$ cat src/rtl/dtm_pkg.sv
package dtm_pkg;
  localparam int BIT_RUN  = 30;
  localparam int BIT_IEN  = 29;
  localparam int BIT_REP  = 27;
  localparam int BIT_RLD  = 26;
  localparam int BIT_BUSY = 25;

  localparam logic [1:0] ADR_CTL = 2'd0;
  localparam logic [1:0] ADR_INI = 2'd1;
  localparam logic [1:0] ADR_CNT = 2'd2;
  localparam logic [1:0] ADR_STS = 2'd3;

  // run bit requested by a control write; reload request wins over run
  function automatic logic run_request(input logic [31:0] w);
    return w[BIT_RUN] & ~w[BIT_RLD];
  endfunction

  // ticks from enable to run-out for a given start value and prescaler field
  function automatic longint unsigned runout_ticks(input longint unsigned start,
                                                   input longint unsigned pre);
    return ((start == 0) ? 1 : start) * (pre + 1);
  endfunction
endpackage

$ cat src/rtl/dtm_prescaler.sv
module dtm_prescaler #(
  parameter int PRE_W = 8
) (
  input  logic             clk,
  input  logic             rst_n,
  input  logic             run,
  input  logic             ref_tick,
  input  logic             restart,
  input  logic [PRE_W-1:0] div,
  output logic             tick
);
  logic [PRE_W-1:0] phase_q;

  // >= keeps the divider from wrapping when the field shrinks mid-count
  assign tick = run && ref_tick && (phase_q >= div);

  always_ff @(posedge clk) begin
    if (!rst_n)               phase_q <= '0;
    else if (restart || tick) phase_q <= '0;
    else if (run && ref_tick) phase_q <= phase_q + PRE_W'(1);
  end
endmodule

$ cat src/rtl/dtm_downcount.sv
module dtm_downcount #(
  parameter int CNT_W = 32
) (
  input  logic             clk,
  input  logic             rst_n,
  input  logic             load,
  input  logic [CNT_W-1:0] load_val,
  input  logic             dec,
  output logic [CNT_W-1:0] cnt,
  output logic             near_zero
);
  assign near_zero = (cnt <= CNT_W'(1));

  always_ff @(posedge clk) begin
    if (!rst_n)                       cnt <= '0;
    else if (load)                    cnt <= load_val;
    else if (dec && cnt != '0)        cnt <= cnt - CNT_W'(1);
  end
endmodule

$ cat src/rtl/dtm_timer_chan.sv
module dtm_timer_chan #(
  parameter int CNT_W = 32,
  parameter int PRE_W = 8
) (
  input  logic        clk,
  input  logic        rst_n,
  input  logic        ref_tick,
  input  logic [1:0]  bus_addr,
  input  logic        bus_wr,
  input  logic [31:0] bus_wdata,
  output logic [31:0] bus_rdata,
  output logic        irq
);
  import dtm_pkg::*;

  localparam logic [PRE_W-1:0] PRE_RST = PRE_W'(5);

  logic             ctl_run, ctl_ien, ctl_rep, ctl_busy;
  logic [PRE_W-1:0] ctl_pre;
  logic [CNT_W-1:0] start_q;
  logic             sts;
  logic [CNT_W-1:0] cnt_q;
  logic             near_zero;

  // named internal events
  logic wr_ctl, wr_ini, wr_sts, port_hold;
  logic run_req, tick, tick_zero, stop_zero, zero_evt, rep_now;
  logic cnt_load;
  logic [CNT_W-1:0] cnt_load_val, cnt_after_rld;

  assign wr_ctl    = bus_wr && (bus_addr == ADR_CTL);
  assign wr_ini    = bus_wr && (bus_addr == ADR_INI);
  assign wr_sts    = bus_wr && (bus_addr == ADR_STS);
  assign port_hold = wr_ctl || wr_ini;
  assign run_req   = run_request(bus_wdata);
  assign rep_now   = wr_ctl ? bus_wdata[BIT_REP] : ctl_rep;

  assign tick_zero     = tick && near_zero;
  assign cnt_after_rld = bus_wdata[BIT_RLD] ? start_q : cnt_q;
  assign stop_zero     = wr_ctl && ctl_run && !run_req && (cnt_after_rld == '0);
  assign zero_evt      = tick_zero || stop_zero;

  assign cnt_load = wr_ini || (wr_ctl && bus_wdata[BIT_RLD]) ||
                    (stop_zero && rep_now) || tick_zero;
  assign cnt_load_val = wr_ini ? bus_wdata[CNT_W-1:0] :
                        (tick_zero && !ctl_rep) ? '0 : start_q;

  dtm_prescaler #(.PRE_W(PRE_W)) u_pre (
    .clk(clk), .rst_n(rst_n), .run(ctl_run && !port_hold),
    .ref_tick(ref_tick), .restart(cnt_load), .div(ctl_pre), .tick(tick)
  );

  dtm_downcount #(.CNT_W(CNT_W)) u_cnt (
    .clk(clk), .rst_n(rst_n), .load(cnt_load), .load_val(cnt_load_val),
    .dec(tick), .cnt(cnt_q), .near_zero(near_zero)
  );

  always_ff @(posedge clk) begin
    if (!rst_n) begin
      ctl_run  <= 1'b0;
      ctl_busy <= 1'b0;
      ctl_ien  <= 1'b0;
      ctl_rep  <= 1'b0;
      ctl_pre  <= PRE_RST;
      start_q  <= '0;
      sts      <= 1'b0;
    end else begin
      if (wr_ctl) begin
        ctl_run  <= run_req;
        ctl_busy <= run_req;
        ctl_ien  <= bus_wdata[BIT_IEN];
        ctl_rep  <= bus_wdata[BIT_REP];
        ctl_pre  <= bus_wdata[PRE_W-1:0];
      end else if (tick_zero && !ctl_rep) begin
        ctl_run  <= 1'b0;
        ctl_busy <= 1'b0;
      end
      if (wr_ini) start_q <= bus_wdata[CNT_W-1:0];
      if (zero_evt)                     sts <= 1'b1;
      else if (wr_sts && bus_wdata[0])  sts <= 1'b0;
    end
  end

  assign irq = ctl_ien && sts;

  always_comb begin
    bus_rdata = '0;
    unique case (bus_addr)
      ADR_CTL: begin
        bus_rdata[BIT_RUN]     = ctl_run;
        bus_rdata[BIT_IEN]     = ctl_ien;
        bus_rdata[BIT_REP]     = ctl_rep;
        bus_rdata[BIT_BUSY]    = ctl_busy;
        bus_rdata[PRE_W-1:0]   = ctl_pre;
      end
      ADR_INI: bus_rdata[CNT_W-1:0] = start_q;
      ADR_CNT: bus_rdata[CNT_W-1:0] = cnt_q;
      default: bus_rdata[0] = sts;
    endcase
  end
endmodule

$ cat config.mk
export PLATFORM = sky130hd
export DESIGN_NAME = dtm_timer_chan
export DESIGN_NICKNAME = d
export VERILOG_FILES = /design/src/rtl/dtm_pkg.sv /design/src/rtl/dtm_prescaler.sv /design/src/rtl/dtm_downcount.sv /design/src/rtl/dtm_timer_chan.sv
export SDC_FILE = /design/constraint.sdc
export NUM_CORES = 1
export LEC_CHECK = 0
export BUFFER_PORTS_ARGS = -buffer_cell sky130_fd_sc_hd__buf_2
export CELL_PAD_IN_SITES_DETAIL_PLACEMENT = 1
export CELL_PAD_IN_SITES_GLOBAL_PLACEMENT = 1
export CORE_MARGIN = 3
export CORE_UTILIZATION = 38
export DETAILED_ROUTE_END_ITERATION = 10
export GPL_TIMING_DRIVEN = 0
export PLACE_DENSITY = 0.8
export SLEW_MARGIN = 40
export SYNTH_ARGS = -nofsm -noshare
export SYNTH_HDL_FRONTEND = slang
export SYNTH_SLANG_ARGS = --single-unit
$ cat constraint.sdc
create_clock -name clk -period 2.85 [get_ports clk]
set_input_delay 0 -clock clk [delete_from_list [all_inputs] [get_ports clk]]
set_output_delay 0 -clock clk [all_outputs]
set_load 0.02 [all_outputs]
# == After elaboration in Yosys (flattened, before gate mapping) ==
# Cells that the tools add are included.
# word_totals
wordCells,69
input_bits,38
out_inout_bits,33
regBits,84
# classes
mux,19
order_cmp,2
addsub,2
bitwise_logic,3
n_reduce_logical,32
eq_ne,3
# op_table
cell,count
2-to-1 mux 32 bit,5
one-hot mux 17 bit (2 select lines),1
"<= comparator 32 x 1 -> 1 bit, second input constant",1
logical NOT 32 bit,1
nonzero test 32 bit,1
"subtractor 32 x 1 -> 32 bit, second input constant",1
one-hot mux 7 bit (3 select lines),1
logical AND 1 bit,16
one-hot mux 1 bit (3 select lines),3
"adder 8 x 1 -> 8 bit, second input constant",1
greater-or-equal comparator 8 bit,1
logical OR 1 bit,6
one-hot mux 1 bit (2 select lines),3
one-hot mux 2 bit (3 select lines),1
nonzero test 2 bit,3
2-to-1 mux 1 bit,5
"== test 2 bit, second input constant",2
logical NOT 1 bit,3
"== test 2 x 1 -> 1 bit, second input constant",1
logical NOT 2 bit,1
NOT 1 bit,2
OR reduction 2 bit,1
AND 1 bit,1

# == Depth between registers and ports, before layout ==
# depth
depth_word,12
depth_mapped,13
depth_no_buf,10

# == Modules after synthesis ==
# A second synthesis with hierarchy kept.
# unflattened
cells_unflattened,689
hier_area_um2,5242.5
# modules_own_cells
mod,area_per_inst_um2,cells_per_inst,seq_area_each_um2,instances
dtm_timer_chan,2575.0,382,880.8,1
dtm_downcount,2035.7,240,640.6,1
dtm_prescaler,631.9,67,160.2,1

# == Worst setup path after synthesis ==
# OpenSTA, ideal clock, no wires.
# synth_path
path_kind,register to register
start,register u_cnt.cnt[8]
end,register u_cnt.cnt[9]
setup_time_ns,0.120
path_slack_ns,0.155
path_buffers,2
period_less_slack_ns,2.695
stages_incl_launch_ff,11
required_ns,2.730
t_arrival_ns,2.575
path_cell_list,dfxtp_1 -> or4_4 -> or4_4 -> nor3_4 -> nand3_4 -> and3_1 -> buf_6 -> buf_6 -> o21ai_0 -> a21boi_1 -> o31a_1
# synth_via
elab_chain_cells,7
word_cells_on_any_way,17
cone_classes,add/sub: 1; order compare: 1; mux: 5; reduce/logical: 10
# synth_rtl
element,line,rtl
start: declaration,dtm_downcount.sv:9,"output logic [CNT_W-1:0] cnt,"
start signal: assignment,dtm_downcount.sv:16,else if (load) cnt <= load_val;
start signal: assignment,dtm_downcount.sv:17,else if (dec && cnt != '0) cnt <= cnt - CNT_W'(1);
branches (longest 7 deep; another with <= comparator 32 x 1 -> 1 bit),--,
# Several ways; the timed one is not identified. The select of a mux whose other input is x is not followed.
# A chain may end at the register's enable or synchronous reset.

# == Worst setup path after layout ==
# layout_path
start,register u_cnt.cnt[9]
end,register u_cnt.cnt[3]
# Same word-level chain as after synthesis.

==> results.toml <==
[timing]
hold_viol_final = 0
setup_viol = 0
whs_ns = 0.06191
slew_viol_final = 0
period_share_pct = 99.69
finalClockSkew_ns = 0.005940
fmax_mhz = 352.0
timing.final.ws_setup_ns = 0.008838
min_period_ns = 2.841
rsz0062_at_grt = "yes"
timing.slew.headroom_pct = 42.97
worst_pin_slew_ns = 0.8537

[floorplanning]
dieWidth_um = 117.4
rows = 40
dieHeight_um = 117.4
start_util_pct = 39.11
core-area_mm2 = 0.01206
dieArea_mm2 = 0.01379
ios = 71

[global_route]
grt_first_pass_wirelength_mm = 29.99
antenna_found_initial = 0
overflow = 0
gr-usage-all-layers_pct = 27.55
grt_pass1_vias = 5528
grt_start_max_net_pins = 14

[finish]
diodes = 0
seq_area_mm2 = 0.001692
multiInputGateArea_mm2 = 0.002980
fillers = 1433
drive_gt1_share_pct = 20.11
area_growth_pct = 32.36
nets = 760
final_core_utilization_pct = 51.76

[detailed_routing]
dr_total_vias = 5269
initialDrtViolationCount = 408
wl_mm = 19.46
drtAntennaViolNets = 0
viasPerCell = 5.994
drc = 0
dr.pass1.iters = 7
wl_per_cell_um = 22.14

[power]
vdd_drop_max_uv = 364.1
power.leakage_uw = 0.002603
finalPower_uw = 3174
powerDensity_mw_per_mm2 = 508.3

[worst_setup_path]
end_kind = "flip-flop"
worst_path_max_delay_cell = "or4_4"
worstSetupPathType = "reg2reg"
r2r_start = "u_cnt.cnt[9]$_SDFFE_PN0P_"
crit_arrival_ns = 3.12
required_ns = 3.13
start_kind = "flip-flop"
r2r_slack_ns = 0.009
r2r_cells = 9
worstPathMaxFanout = 7
cp_cell_sequence = "or4_4 > or4_4 > nor3_4 > o211ai_1 > and3_4 > clkbuf_16 > nor2_8 > a21oi_1 > a21oi_1"
slowest_delay_ns = 0.55
reg2reg_to = "u_cnt.cnt[3]$_SDFFE_PN0P_"

[logic_synthesis]
yosys_warnings = 0
syn_area_per_cell_um2 = 8.133
ys_async_sr_fraction_pct = 0
syn_nets = 633
synth.distinct_cells = 62
synth-seq-area-share_pct = 35.65
syn-cell-area_mm2 = 0.004717
syn_inst = 580
synth-edff-count = 0
ys.flop_type = "dfxtp_1"
synth.ff_latch_count = 84

[placed_design]
post-dp-hpwl_mm = 13.58
pre_cts_ws_ns = -0.6161
io_buffers = 70
routabilityCongestion = 0.9178

[clock_network]
cts.sinks = 84
clockBufferDepth = 2
clk_pin_slew_ns = 0.06
cts_root_buf = "clkbuf_16"
cts_tree = "yes"
htree_levels = 3
clk_latency_ns = 0.36
numCtsBuffers = 9

[worst_hold_path]
hold_path_class = "in2reg"
min_to = "start_q[26]$_SDFFE_PN0P_"
hold_path.startpoint = "bus_wdata[26]"
hold_depth = 3

[run_status]
outcome = "finished, final reports clean"

[flow_run]
maxCapViolCount = 0
==> critical path, delay by kind of cell (launching register included) <==
kind	cells	cell delay, ns
buffers and inverters	1	0.17
AO/OA/AOI/OAI	3	0.47
AND/OR/NAND/NOR	5	1.75
flip-flops	1	0.36
==> metal layers <==
layer  GRT usage [%]  vias up  wire length, um
met5               0        -                0
met4           9.897        0              569
met3           6.075       50             1430
met2           47.87      259             9458
met1           33.49     2588             8000
li1                -     2372                -
==> repair_timing <==
action,4_1_cts,5_1_grt
gates cloned,0,1
hold endpoints to repair,40,0
buffers inserted,7,8
gates resized for setup,22,33
hold buffers,31,0
setup endpoints to repair,35,39
pin swaps,7,13
==> final cells by class <==
| cell class | count | share of cell area (%) |
|---|---|---|
| timing repair buffer | 117 | 13.05 |
| inverter | 16 | 0.9619 |
| sequential | 84 | 27.09 |
| tap | 168 | 3.367 |
| buffer | 34 | 2.886 |
| clock inverter | 5 | 1.242 |
| clock buffer | 10 | 3.667 |
| multi-input combinational | 445 | 47.74 |
==> flip-flops by register name (all words and copies together), names as in the netlist <==
| register | count |
|---|---|
| ctl_busy | 1 |
| ctl_ien | 1 |
| sts | 1 |
| ctl_rep | 1 |
| start_q | 32 |
| ctl_pre | 8 |
| u_pre.phase_q | 8 |
| u_cnt.cnt | 32 |
==> logic make-up after synthesis <==
kind of cell	synth area share, %
xor+xnor	3.342
buf+inv	4.483
fa+ha+maj	3.979
flops	35.65
compound gates	21.04
simple gates	25.76
mux	5.756
==> through the flow <==
step / TNS (ns) / instances / cell area [um^2]
after global routing: -0.2068 / 879 / 6243
after floorplan: 0 / 580 / 4717
after global placement: -7.192 / 818 / 5278
final: 0 / 879 / 6243
after detailed placement: -10.51 / 818 / 5280
after CTS: 0 / 871 / 6043
==> cell usage in the layout, fill, tap and decap left out, types with 7 or more instances in the layout <==
| cell type | count |
|---|---|
| nand2_1 | 57 |
| nand3_1 | 24 |
| nor2b_1 | 20 |
| clkbuf_1 | 22 |
| xnor2_1 | 7 |
| ha_1 | 15 |
| dlygate4sd3_1 | 31 |
| buf_4 | 13 |
| nor4_1 | 14 |
| nor3_1 | 14 |
| o21ai_0 | 19 |
| a22oi_1 | 22 |
| clkbuf_16 | 10 |
| dfxtp_1 | 78 |
| a21oi_1 | 37 |
| nor2_1 | 60 |
| inv_1 | 16 |
| buf_2 | 72 |
| mux2i_1 | 26 |
| a222oi_1 | 10 |
| xor2_1 | 11 |
==> how the worst max path moves through the flow <==
stage / to / cells after the start / slack (ns) / from
6_report: u_cnt.cnt[3]$_SDFFE_PN0P_ / 9 / 0.009 / u_cnt.cnt[9]$_SDFFE_PN0P_
3_3_place_gp: u_cnt.cnt[11]$_SDFFE_PN0P_ / 11 / -0.47 / u_pre.phase_q[0]$_SDFFE_PP0P_
3_5_place_dp: u_cnt.cnt[22]$_SDFFE_PN0P_ / 11 / -0.62 / u_pre.phase_q[0]$_SDFFE_PP0P_
2_1_floorplan: u_cnt.cnt[9]$_SDFFE_PN0P_ / 10 / 0.15 / u_cnt.cnt[8]$_SDFFE_PN0P_
5_1_grt: u_cnt.cnt[3]$_SDFFE_PN0P_ / 9 / -0.04 / u_cnt.cnt[10]$_SDFFE_PN0P_
4_1_cts: u_cnt.cnt[9]$_SDFFE_PN0P_ / 10 / 0.004 / u_cnt.cnt[7]$_SDFFE_PN0P_
==> synthesized netlist by cell type, drive strengths merged (2+ instances only) <==
library cell	instances	area, um^2
a21boi	5	37.54
a21oi	37	185.2
a222oi	10	100.1
a22oi	22	165.2
a2bb2oi	3	26.28
a31oi	2	12.51
and2	5	31.28
and3	6	37.54
buf	12	65.06
clkbuf	23	86.33
dfxtp	84	1682
ha	15	187.7
inv	16	60.06
mux2i	26	260.3
nand2	60	225.2
nand2b	4	25.02
nand3	26	142.6
nand4	4	25.02
nor2	63	255.3
nor2b	20	125.1
nor3	17	101.4
nor4	19	118.9
nor4b	3	26.28
o211ai	5	37.54
o21a	5	37.54
o21ai	24	123.9
o22a	3	26.28
o22ai	5	31.28
o2bb2ai	6	52.55
o31a	3	26.28
o31ai	2	15.01
o32a	2	20.02
or3	3	18.77
or4	7	60.06
xnor2	7	61.31
xor2	11	96.34
==> power by group <==
part	switching [uW]	total [uW]	internal (uW)
combinational	402	657	254
sequential	44.6	1250	1210
clock	503	1260	760
(Power assumes the default switching activity.)
